[config.mk]
export PLATFORM = sky130hd
export DESIGN_NAME = tick_watchdog
export DESIGN_NICKNAME = d
export VERILOG_FILES = /design/src/rtl/tw_pkg.sv /design/src/rtl/tw_prescaler.sv /design/src/rtl/tw_countdown.sv /design/src/rtl/tw_regs.sv /design/src/rtl/tick_watchdog.sv
export SDC_FILE = /design/constraint.sdc
export NUM_CORES = 1
export LEC_CHECK = 0
export ABC_AREA = 0
export BUFFER_PORTS_ARGS = -buffer_cell sky130_fd_sc_hd__buf_2
export CORE_MARGIN = 4
export CORE_UTILIZATION = 48
export DETAILED_ROUTE_END_ITERATION = 10
export GPL_ROUTABILITY_DRIVEN = 0
export HOLD_SLACK_MARGIN = 0.12
export PLACE_DENSITY = 0.71
export SYNTH_ARGS = -nofsm -noshare
export SYNTH_HDL_FRONTEND = slang
export SYNTH_SLANG_ARGS = --single-unit
export TNS_END_PERCENT = 50
[constraint.sdc]
create_clock -name clk -period 1.83 [get_ports clk]
set_input_delay 0.4575 -clock clk [delete_from_list [all_inputs] [get_ports clk]]
set_output_delay 0.4575 -clock clk [all_outputs]
set_load 0.02 [all_outputs]
[src/rtl/tw_pkg.sv]
package tw_pkg;
  localparam int ADDR_W = 5;
  localparam int DATA_W = 16;

  localparam logic [ADDR_W-1:0] OFS_RELOAD = 5'h00;
  localparam logic [ADDR_W-1:0] OFS_STAT_A = 5'h04;
  localparam logic [ADDR_W-1:0] OFS_STAT_B = 5'h06;
  localparam logic [ADDR_W-1:0] OFS_CTRL   = 5'h08;
  localparam logic [ADDR_W-1:0] OFS_INIT   = 5'h12;

  localparam int HALT_BIT    = 11;
  localparam int BLOCK_BIT   = 0;
  localparam int TIMEOUT_BIT = 3;
  localparam int SECOND_BIT  = 1;
  localparam int MIN_INIT    = 4;

  typedef struct packed {
    logic halt;
    logic block;
  } ctrl_t;
endpackage

[src/rtl/tw_prescaler.sv]
module tw_prescaler #(
  parameter int DIV = 60_000_000
) (
  input  logic clk,
  input  logic rst,
  input  logic run,
  output logic tick
);
  localparam int PW = (DIV > 1) ? $clog2(DIV) : 1;

  generate
    if (DIV <= 1) begin : g_direct
      assign tick = run;
    end else begin : g_div
      logic [PW-1:0] cnt;
      logic          at_end;
      assign at_end = (cnt == PW'(DIV - 1));
      always_ff @(posedge clk) begin
        if (rst || !run)  cnt <= '0;
        else if (at_end)  cnt <= '0;
        else              cnt <= cnt + 1'b1;
      end
      assign tick = run && at_end;

      // a halted prescaler restarts from zero, so no tick follows
      a_r3_halt_no_tick: assert property (@(posedge clk) disable iff (rst)
        !run |=> !tick);
    end
  endgenerate
endmodule

[src/rtl/tw_countdown.sv]
module tw_countdown #(
  parameter int CW        = 10,
  parameter int RESET_VAL = 50
) (
  input  logic          clk,
  input  logic          rst,
  input  logic          tick,
  input  logic          kick,
  input  logic [CW-1:0] init_val,
  output logic [CW-1:0] count,
  output logic          expire
);
  logic at_zero;
  assign at_zero = (count == '0);
  // reload write has priority over an expiry in the same cycle
  assign expire  = tick && !kick && at_zero;

  always_ff @(posedge clk) begin
    if (rst)                  count <= CW'(RESET_VAL);
    else if (kick || expire)  count <= init_val;
    else if (tick)            count <= count - 1'b1;
  end

  a_r2_step_down: assert property (@(posedge clk) disable iff (rst)
    (tick && !kick && !at_zero) |=> (count == $past(count) - 1'b1));
  a_r2_hold: assert property (@(posedge clk) disable iff (rst)
    (!tick && !kick) |=> $stable(count));
  a_r4_reload: assert property (@(posedge clk) disable iff (rst)
    kick |=> (count == $past(init_val)));
  a_r6_expiry_reload: assert property (@(posedge clk) disable iff (rst)
    expire |=> (count == $past(init_val)));
endmodule

[src/rtl/tw_regs.sv]
module tw_regs
  import tw_pkg::*;
#(
  parameter int CW         = 10,
  parameter int RESET_INIT = 50
) (
  input  logic              clk,
  input  logic              rst,
  input  logic              wr,
  input  logic              rd,
  input  logic [ADDR_W-1:0] addr,
  input  logic [DATA_W-1:0] wdata,
  input  logic [CW-1:0]     count,
  input  logic              expire,
  input  logic              strap,
  output logic              halt,
  output logic              kick,
  output logic [CW-1:0]     init_val,
  output logic [DATA_W-1:0] rdata,
  output logic              reset_req
);
  localparam int HW = DATA_W - CW;

  ctrl_t             ctrl_q;
  logic [CW-1:0]     init_q;
  logic [HW-1:0]     init_hi_q;
  logic              to_q, sec_q, req_q;
  logic [DATA_W-1:0] rdata_q, rd_val;
  logic              wr_ctrl, wr_init, clr_to, clr_sec, second, block_eff;

  assign kick      = wr && (addr == OFS_RELOAD);
  assign wr_ctrl   = wr && (addr == OFS_CTRL);
  assign wr_init   = wr && (addr == OFS_INIT);
  assign clr_to    = wr && (addr == OFS_STAT_A) && wdata[TIMEOUT_BIT];
  assign clr_sec   = wr && (addr == OFS_STAT_B) && wdata[SECOND_BIT];
  assign second    = expire && to_q;
  assign block_eff = ctrl_q.block || strap;

  always_ff @(posedge clk) begin
    if (rst) begin
      ctrl_q    <= '{halt: 1'b1, block: 1'b1};
      init_q    <= CW'(RESET_INIT);
      init_hi_q <= '0;
      to_q      <= 1'b0;
      sec_q     <= 1'b0;
      req_q     <= 1'b0;
      rdata_q   <= '0;
    end else begin
      if (wr_ctrl) begin
        ctrl_q.halt  <= wdata[HALT_BIT];
        ctrl_q.block <= wdata[BLOCK_BIT];
      end
      if (wr_init) begin
        init_hi_q <= wdata[DATA_W-1:CW];
        if (wdata[CW-1:0] >= CW'(MIN_INIT)) init_q <= wdata[CW-1:0];
      end
      to_q    <= (to_q && !clr_to) || expire;
      sec_q   <= (sec_q && !clr_sec) || second;
      req_q   <= second && !block_eff;
      rdata_q <= rd ? rd_val : '0;
    end
  end

  always_comb begin
    rd_val = '0;
    case (addr)
      OFS_RELOAD: rd_val[CW-1:0]    = count;
      OFS_STAT_A: rd_val[TIMEOUT_BIT] = to_q;
      OFS_STAT_B: rd_val[SECOND_BIT]  = sec_q;
      OFS_CTRL: begin
        rd_val[HALT_BIT]  = ctrl_q.halt;
        rd_val[BLOCK_BIT] = block_eff;
      end
      OFS_INIT:   rd_val = {init_hi_q, init_q};
      default:    rd_val = '0;
    endcase
  end

  assign halt      = ctrl_q.halt;
  assign init_val  = init_q;
  assign rdata     = rdata_q;
  assign reset_req = req_q;

  a_r5_init_floor: assert property (@(posedge clk) disable iff (rst)
    init_q >= CW'(MIN_INIT));
  a_r6_flag_set: assert property (@(posedge clk) disable iff (rst)
    expire |=> to_q);
  a_r7_one_cycle: assert property (@(posedge clk) disable iff (rst)
    req_q |=> !req_q);
  a_r8_blocked: assert property (@(posedge clk) disable iff (rst)
    block_eff |=> !req_q);
  a_r12_idle_zero: assert property (@(posedge clk) disable iff (rst)
    !rd |=> (rdata_q == '0));
endmodule

[src/rtl/tick_watchdog.sv]
module tick_watchdog
  import tw_pkg::*;
#(
  parameter int TICK_DIV   = 60_000_000,
  parameter int CNT_W      = 10,
  parameter int RESET_INIT = 50
) (
  input  logic              clk,
  input  logic              rst,
  input  logic              bus_wr,
  input  logic              bus_rd,
  input  logic [ADDR_W-1:0] bus_addr,
  input  logic [DATA_W-1:0] bus_wdata,
  output logic [DATA_W-1:0] bus_rdata,
  input  logic              hw_no_reset,
  output logic              wdt_reset_o
);
  logic             halt, kick, tick, expire;
  logic [CNT_W-1:0] init_val, count;

  tw_prescaler #(.DIV(TICK_DIV)) u_pre (
    .clk(clk), .rst(rst), .run(!halt), .tick(tick)
  );

  tw_countdown #(.CW(CNT_W), .RESET_VAL(RESET_INIT)) u_cnt (
    .clk(clk), .rst(rst), .tick(tick), .kick(kick),
    .init_val(init_val), .count(count), .expire(expire)
  );

  tw_regs #(.CW(CNT_W), .RESET_INIT(RESET_INIT)) u_regs (
    .clk(clk), .rst(rst), .wr(bus_wr), .rd(bus_rd), .addr(bus_addr),
    .wdata(bus_wdata), .count(count), .expire(expire), .strap(hw_no_reset),
    .halt(halt), .kick(kick), .init_val(init_val), .rdata(bus_rdata),
    .reset_req(wdt_reset_o)
  );
endmodule

---- Word level (Yosys, flattened, before mapping) ----
Index checks and enable logic that the tools add are counted.
operators by class
  $add $sub $neg .......................... 2
  order comparisons ....................... 1
  equality and inequality tests ........... 5
  multiplexer cells ....................... 8
  bitwise logic cells ..................... 2
  reductions and logical operators ........ 31
operator list
  operator                                                                               number
  26-bit by 1-bit adder with 26-bit output (second input constant)                       1
  26-bit equality test (second input constant)                                           1
  10-bit two-way mux                                                                     2
  1-bit logical AND                                                                      14
  6-bit one-hot mux with 2 select lines                                                  1
  5-bit by 3-bit equality test with 1-bit output (second input constant)                 2
  10-bit by 3-bit greater-or-equal comparator with 1-bit output (second input constant)  1
  10-bit logical NOT                                                                     1
  10-bit by 1-bit subtractor with 10-bit output (second input constant)                  1
  1-bit one-hot mux with 3 select lines                                                  3
  5-bit by 4-bit equality test with 1-bit output (second input constant)                 1
  5-bit equality test (second input constant)                                            1
  1-bit logical NOT                                                                      5
  5-bit logical NOT                                                                      1
  1-bit logical OR                                                                       5
  1-bit one-hot mux with 2 select lines                                                  2
  2-bit OR reduction                                                                     2
  3-bit OR reduction                                                                     1
  1-bit NOT                                                                              2
  2-bit AND reduction                                                                    1
  2-bit nonzero test                                                                     1
word-level totals
  register bits ........................... 73
  output and inout bits ................... 17

---- Longest topological paths before layout ----
Gate-level depths: netlist (run 1).
  depth after elaboration ................. 7
  depth in mapped cells ................... 8
  mapped depth without buffers ............ 7

---- Cells and area by module ----
A second synthesis (run 1) with hierarchy kept.
unflattened totals
  cells, all modules ...................... 401
  area total of the unflattened synthesis .. 3434.5 um^2
modules (own cells, without submodules)
  module         times used  cells an instance  area an instance (um^2)  sequential area each (um^2)
  tw_regs        1           169                1448.9                   740.7
  tw_prescaler   1           155                1327.5                   520.5
  tw_countdown   1           76                 654.4                    200.2
  tick_watchdog  1           1                  3.8                      0.0

---- Worst setup path after synthesis (run 1) ----
No wires, ideal clock.
  path kind ............................... reg2reg
  start point ............................. register u_cnt.count[0]
  end point ............................... register u_cnt.count[6]
  arrival time ............................ 1.875 ns
  data required time ...................... 1.700 ns
  setup slack ............................. -0.175 ns
  cell stages (with the launch flop) ...... 8
  buffers on the path ..................... 0
  clock period less this slack ............ 2.005 ns
  cells stage by stage .................... dfxtp_1 inv_1 ha_1 or4b_4 or4_1 mux2_2 nor2_1 o22ai_1
between the ends
  longest elaborated chain between the ends .. 4
ends and longest elaborated chain
  item                                                                                                   line                RTL
  start: declaration                                                                                     tw_countdown.sv:10  output logic [CW-1:0] count,
  start signal: assignment                                                                               tw_countdown.sv:19  if (rst) count <= CW'(RESET_VAL);
  start signal: assignment                                                                               tw_countdown.sv:20  else if (kick || expire) count <= init_val;
  start signal: assignment                                                                               tw_countdown.sv:21  else if (tick) count <= count - 1'b1;
  parallel branches: the longest is 4 deep, another holds 10-bit by 1-bit subtractor with 10-bit output  --
Parallel ways; which one is timed is not known. The select of a mux whose other input is x is not followed.
A chain may end at the register's enable or synchronous reset.

---- Worst setup path after layout (run 1) ----
  start point ............................. register u_cnt.count[0]
  end point ............................... register u_cnt.count[5]
Same word-level chain as after synthesis.

==> out/qor.txt, run 1 <==
CTS Sinks -> 73
vias per inst -> 5.532
total wire length -> 8598 um
Hold Crit Class -> in2reg
synth unique cells -> 55
CP max FO -> 3
largest net degree at the start of global routing -> 27
switching power total -> 694.8 uW
Worst IR Drop VDD -> 0.3516 mV
Routed Antenna Nets -> 0
PortBufs -> 42
Synth Flop Type -> dfxtp_1
Die Span Y -> 91.65 um
#FFs+latches synth -> 73
CP Launch Point -> u_cnt.count[0]
Int Pwr -> 2271 uW
io pins -> 43
Mapped Area -> 3358 um2
setup_tns -> -1.081 ns
CTS tree -> done
vias -> 3297
Max Cap Viol -> 0
Layout Skew -> 0.01258 ns
WP data required -> 2.12 ns
drt initial violations -> 222
Slew Viols, Final -> 0
critical path, cell by cell -> inv_2 > ha_4 > or4b_4 > or4_4 > and4_1 > a31o_1 > o21ai_1
vias in the first global route -> 3149
Initial Utilization -> 0.4943
Worst path max stage delay -> 0.49 ns
period utilization -> 1.114
TritonCTS Buffers -> 9
Hold Crit Start -> bus_wdata[12]
fin area -> 4327 um2
Critical Path End Type -> register
synth top area cells -> dfxtp_1 44%, nand2_1 5.9%, nor2_1 5.5%
placed cell area -> 4014 um2
Final HPWL DP -> 6078 um
Setup crit start kind -> register
Die ar. -> 8399 um2
RR Startpoint -> u_cnt.count[0]
Static Leak -> 0.001652 uW
switch share -> 0.2343
Fillers -> 592
row cnt -> 30
sequential share of power -> 0.538
Clock Path Buffers -> 2
Worst-path clk slew -> 0.08 ns
# nets final -> 524
ANT cells -> 0
failing checks -> negative setup slack
EDFF count, synth -> 0
combinational fraction of design power -> 0.041
Slew Limit Headroom -> 0.7049
WL/cell -> 14.43 um
Worst Path Arrival -> 2.33 ns
global-route wire length before repair -> 14450 um
worst hold margin -> 0.3298 ns
global-route usage over all layers -> 0.2108
P per Cell Area -> 685.4 nW/um2
initial antenna violation count -> 0
Synth area leader -> dfxtp_1
final hold vios -> 0
Synth Net Count -> 436
clock share of power -> 0.421
setup slack after layout -> -0.2095 ns
slew of the pin with the lowest slew margin -> 0.4315 ns
top cells by count, synth -> 73 x dfxtp_1, 53 x nand2_1, 49 x nor2_1
Core Area -> 6794 um2
area grow syn2layout -> 28.84%
drt drc -> 0
slowest CP cell -> or4b_4
htree depth -> 3
layout cells sized above 1 -> 0.2780
most common cell in the synthesized netlist -> dfxtp_1
max frequency -> 490.3 MHz
ys async rst share -> 0
gr ovfl total -> 0
Syn Area/Cell -> 8.251 um2
Yosys top cell area share -> 0.4352
Post-CTS Hold Buffers -> 0
yosys warns -> 0
setup violators final -> 10
RSZ-0062 raised after global routing -> yes
Synth Instances -> 407
Die Wd -> 91.65 um
CTS Root Cell -> clkbuf_8
clock latency at the later pin of the worst-skew pair -> 0.36 ns
status -> finished with violations
Critical Setup Path Class -> reg2reg
register area share after synthesis -> 0.4352
first-pass iteration count of the detailed router -> 5
Period minus WS final -> 2.039 ns
## cell usage in the layout, fill, tap and decap left out, drive strengths merged, types with 5 or more instances in the layout
cell / count
clkbuf: 9
a22o: 7
nand3b: 5
a31oi: 6
and2: 6
o21ai: 8
nand3: 18
xnor2: 17
nor3: 18
and3: 7
nor4b: 6
or3: 6
nor4: 10
dfxtp: 73
nor2: 49
nand2: 53
buf: 99
inv: 14
nand4: 6
a21oi: 25
## layer usage
metal / GRT usage / share of wire
met1: 0.2738 / 0.45
met2: 0.3232 / 0.46
met3: 0.05250 / 0.054
met4: 0.1080 / 0.031
met5: 0 / 0
## worst max-delay path: cells and delay by family, from the launching register on
| kind | cells | cell delay, ns |
|---|---|---|
| AO/OA/AOI/OAI | 2 | 0.33 |
| adder cells (fa/ha/maj) | 1 | 0.13 |
| buffers and inverters | 1 | 0.08 |
| flip-flops | 1 | 0.33 |
| AND/OR/NAND/NOR | 3 | 1.09 |
## final cells by class
cell class | instances | area [um2] | share of cell area
clock buffers | 9 | 123.9 | 0.02863
clock inverters | 7 | 68.82 | 0.01591
inverters | 13 | 48.80 | 0.01128
multi-input cells | 299 | 1827 | 0.4222
flip-flops and latches | 73 | 1464 | 0.3383
well taps | 96 | 120.1 | 0.02776
repair buffers | 99 | 674.4 | 0.1559
## stage by stage
step	power, uW	std cells	utilization	setup WS (ns)
after floorplan	1681	407	-	-0.1364
after global placement	1746	574	0.5908	-0.1479
after detailed placement	1749	574	0.5908	-0.1972
after CTS	2987	595	0.6311	-0.1971
after global routing	3068	596	0.6368	-0.2823
final	2966	596	0.6368	-0.2095
## cells by family (layout without fill, tap and decap cells)
kind of cell | count (synthesis) | count (layout) | synth area share
and+or+nand+nor | 200 | 200 | 0.3011
buffers and inverters | 35 | 128 | 0.04173
AOI/OAI and AO/OA | 69 | 69 | 0.1375
adders and majority gates | 3 | 3 | 0.01118
muxes | 6 | 6 | 0.01863
DFF | 73 | 73 | 0.4352
xor gates and xnor gates | 21 | 21 | 0.05477
## registers in the layout, summed over array words and instances, names as in the netlist
register          flops
u_regs.to_q           1
u_regs.rdata         16
u_regs.ctrl_q         1
u_regs.reset_req      1
u_regs.halt           1
u_regs.init_hi_q      6
u_cnt.count          10
u_pre.g_div.cnt      26
u_regs.init_val      10
u_regs.sec_q          1
## power groups by stage
stage,logic [uW],registers (uW),clock network [uW]
after detailed placement,115,1630,0
after global placement,113,1630,0
final,120,1600,1250
after global routing,131,1600,1340
after CTS,117,1600,1270
after floorplan,47.1,1630,0
## path summary, 6_finish.rpt
check | end | slack (ns) | cells after the start
worst max-delay path | u_cnt.count[5] | -0.21 | 7
worst min-delay path | u_regs.init_hi_q[2] | 0.33 | 3
worst max register to register | u_cnt.count[5] | -0.21 | 7
worst min register to register | u_pre.g_div.cnt[0] | 0.45 | 1
## what timing repair did
| item | 4_1_cts | 5_1_grt |
|---|---|---|
| setup endpoints to repair | 11 | 19 |
| pin swaps | 11 | 9 |
| resized for setup | 9 | 8 |
| gates cloned | 0 | 0 |
| setup buffers | 5 | 1 |
Note: power is estimated with default switching activity, not from simulation.
==> run 2, diff against run 1 <==
--- a/config.mk
+++ b/config.mk
@@ -12,7 +12,7 @@
 export DETAILED_ROUTE_END_ITERATION = 10
 export GPL_ROUTABILITY_DRIVEN = 0
 export HOLD_SLACK_MARGIN = 0.12
-export PLACE_DENSITY = 0.71
+export PLACE_DENSITY = 0.68
 export SYNTH_ARGS = -nofsm -noshare
 export SYNTH_HDL_FRONTEND = slang
 export SYNTH_SLANG_ARGS = --single-unit
==> constraint.sdc (replaced) <==
create_clock -name clk -period 2.45 [get_ports clk]
set_input_delay 0.6125 -clock clk [delete_from_list [all_inputs] [get_ports clk]]
set_output_delay 0.6125 -clock clk [all_outputs]
set_load 0.02 [all_outputs]
==> run 2 against run 1 <==
Compared with the run above: the flow now finishes without violations; clock-buffer cell count is the same; die area unchanged; hold slack better by 0.12 ns; total power fell by 26%; combinational power shrank 35%; clock power fell by 26%; sequential power shrank 26%; via count shrank 7.7%; sequential share of layout area increased by 3.9 points; register-to-register slack gained 0.54 ns; maximum frequency shrank 3.9%; final area is 10% lower; critical path type unchanged; critical endpoint is now u_cnt.count[6]; highest routed layer unchanged.
==> out/qor.txt, run 2 (synthesis gave the netlist of run 1 again) <==
WL/cell -> 14.22 um
first-pass iteration count of the detailed router -> 4
Die Wd -> 91.65 um
Post-CTS Hold Buffers -> 0
M1 wire length -> 3879 um
sequential share of power -> 0.542
number of instances resized during post-cts repair -> 0
most common cell after layout, fill and taps aside -> dfxtp_1
layout cells sized above 1 -> 0.1674
clock share of power -> 0.422
area grow syn2layout -> 15.35%
Reg with most FFs -> u_pre.g_div.cnt
r2r endpoint -> u_cnt.count[6]
metal2 WL -> 3482 um
Routed Antenna Nets -> 0
Final HPWL DP -> 5575 um
Die ar. -> 8399 um2
gr ovfl total -> 0
CP max FO -> 7
vias in the first global route -> 2760
PortBufs -> 42
row cnt -> 30
Critical Setup Path Class -> reg2reg
vias -> 3043
Hold Crit Start -> u_pre.g_div.cnt[0]
Static Leak -> 0.001410 uW
placed cell area -> 3680 um2
Worst-path clk slew -> 0.08 ns
vias per inst -> 5.533
fin area -> 3874 um2
htree depth -> 3
global-route wire length before repair -> 13080 um
P per Cell Area -> 567.9 nW/um2
Layout Skew -> 0.009651 ns
Int Pwr -> 1691 uW
Worst path max stage delay -> 0.48 ns
initial antenna violation count -> 0
max frequency -> 471.3 MHz
Period minus WS final -> 2.122 ns
highest routed layer -> met4
wire length on met3 -> 374 um
period utilization -> 0.8660
CP top delay family -> simple AND/OR/NAND/NOR gates
CP Launch Point -> u_cnt.count[0]
slew of the pin with the lowest slew margin -> 0.6108 ns
ANT cells -> 0
Critical Path End Type -> register
setup violators final -> 0
CTS Sinks -> 73
Reg2Reg Setup Slack -> 0.33 ns
Buf/Inv on CP -> 1
Slew Viols, Final -> 0
TritonCTS Buffers -> 9
switching power total -> 509.0 uW
Final Instance Count excl. Fillers -> 550
slowest CP cell -> or4b_4
Core Area -> 6794 um2
io pins -> 43
critical path, cell by cell -> inv_1 > ha_1 > or4b_4 > or4_1 > mux2_2 > nor2_1 > o22ai_1
Post CTS Setup Buffer Count -> 0
Clock Path Buffers -> 2
drt initial violations -> 186
clock latency at the later pin of the worst-skew pair -> 0.35 ns
CTS tree -> done
RSZ-0062 raised after global routing -> no
global-route usage over all layers -> 0.1911
combinational fraction of design power -> 0.036
Die Span Y -> 91.65 um
switch share -> 0.2313
drt drc -> 0
most frequent cells in the layout -> 73 x dfxtp_1, 53 x nand2_1, 49 x nor2_1, 42 x buf_2, 25 x a21oi_1
dpl cells -> 534
Worst IR Drop VDD -> 0.2346 mV
WP data required -> 2.69 ns
largest net degree at the start of global routing -> 27
CTS Root Cell -> clkbuf_8
FF-to-FF path depth -> 7
total wire length -> 7823 um
cell count along the critical path -> 7
Setup crit start kind -> register
Setup crit end -> u_cnt.count[6]
Hold Crit Class -> reg2reg
status -> finished clean
RR Startpoint -> u_cnt.count[0]
final hold vios -> 0
Initial Utilization -> 0.4943
setup_tns -> 0 ns
# nets final -> 478
Slew Limit Headroom -> 0.5823
Worst Path Arrival -> 2.36 ns
Max Cap Viol -> 0
max reg flops -> 26
==> run 2: cell count changes in the layout (fill, tap and decap cells not counted), sizes merged <==
cell,delta
clkinvlp,-1
clkinv,+1
buf,-46
==> run 2: layout make-up <==
| type | count | area, um2 |
|---|---|---|
| well taps | 96 | 120.1 |
| flip-flops and latches | 73 | 1461 |
| multi-input cells | 299 | 1757 |
| clock inverters | 7 | 70.07 |
| fillers | 637 | 2920 |
| clock buffers | 9 | 123.9 |
| repair buffers | 53 | 292.8 |
| inverters | 13 | 48.80 |
==> run 2: worst register-to-register path, cell delays in order (launching register included) <==
cell and delay [ns]:
dfxtp_1 0.37, inv_1 0.11, ha_1 0.16, or4b_4 0.48, or4_1 0.45, mux2_2 0.29, nor2_1 0.09, o22ai_1 0.08
==> run 2: power groups by stage <==
stage          clock network (uW)  logic [uW]  registers (uW)
2_1_floorplan                   0        34.8            1220
3_3_place_gp                    0        76.7            1220
3_5_place_dp                    0        77.0            1220
4_1_cts                       947        77.2            1190
5_1_grt                      1010        85.6            1190
6_report                      929        78.4            1190
==> run 2: worst min path at each step <==
| stage | end | slack, ns | cells past startpoint |
|---|---|---|---|
| floorplan | u_pre.g_div.cnt[0] | 0.42 | 1 |
| global placement | u_pre.g_div.cnt[0] | 0.43 | 1 |
| detailed placement | u_pre.g_div.cnt[0] | 0.44 | 1 |
| CTS | u_pre.g_div.cnt[0] | 0.46 | 1 |
| global route | u_regs.init_hi_q[4] | 0.48 | 2 |
| finish | u_pre.g_div.cnt[0] | 0.45 | 1 |
==> run 2: metal layers <==
layer / global-route usage / vias up
met2: 0.2763 / 73
met3: 0.03938 / 8
met5: 0 / -
met4: 0.07789 / 0
li1: - / 1525
met1: 0.2757 / 1437
==> run 2: per-stage QoR <==
stage	power (uW)	util	worst slack, ns	hold WS [ns]
after floorplan	1255	-	0.3461	0.4176
after global placement	1298	0.5416	0.3495	0.4264
after detailed placement	1298	0.5416	0.3291	0.4423
after CTS	2217	0.5702	0.3304	0.4561
after global routing	2288	0.5702	0.1822	0.4831
final	2200	0.5702	0.3283	0.4497
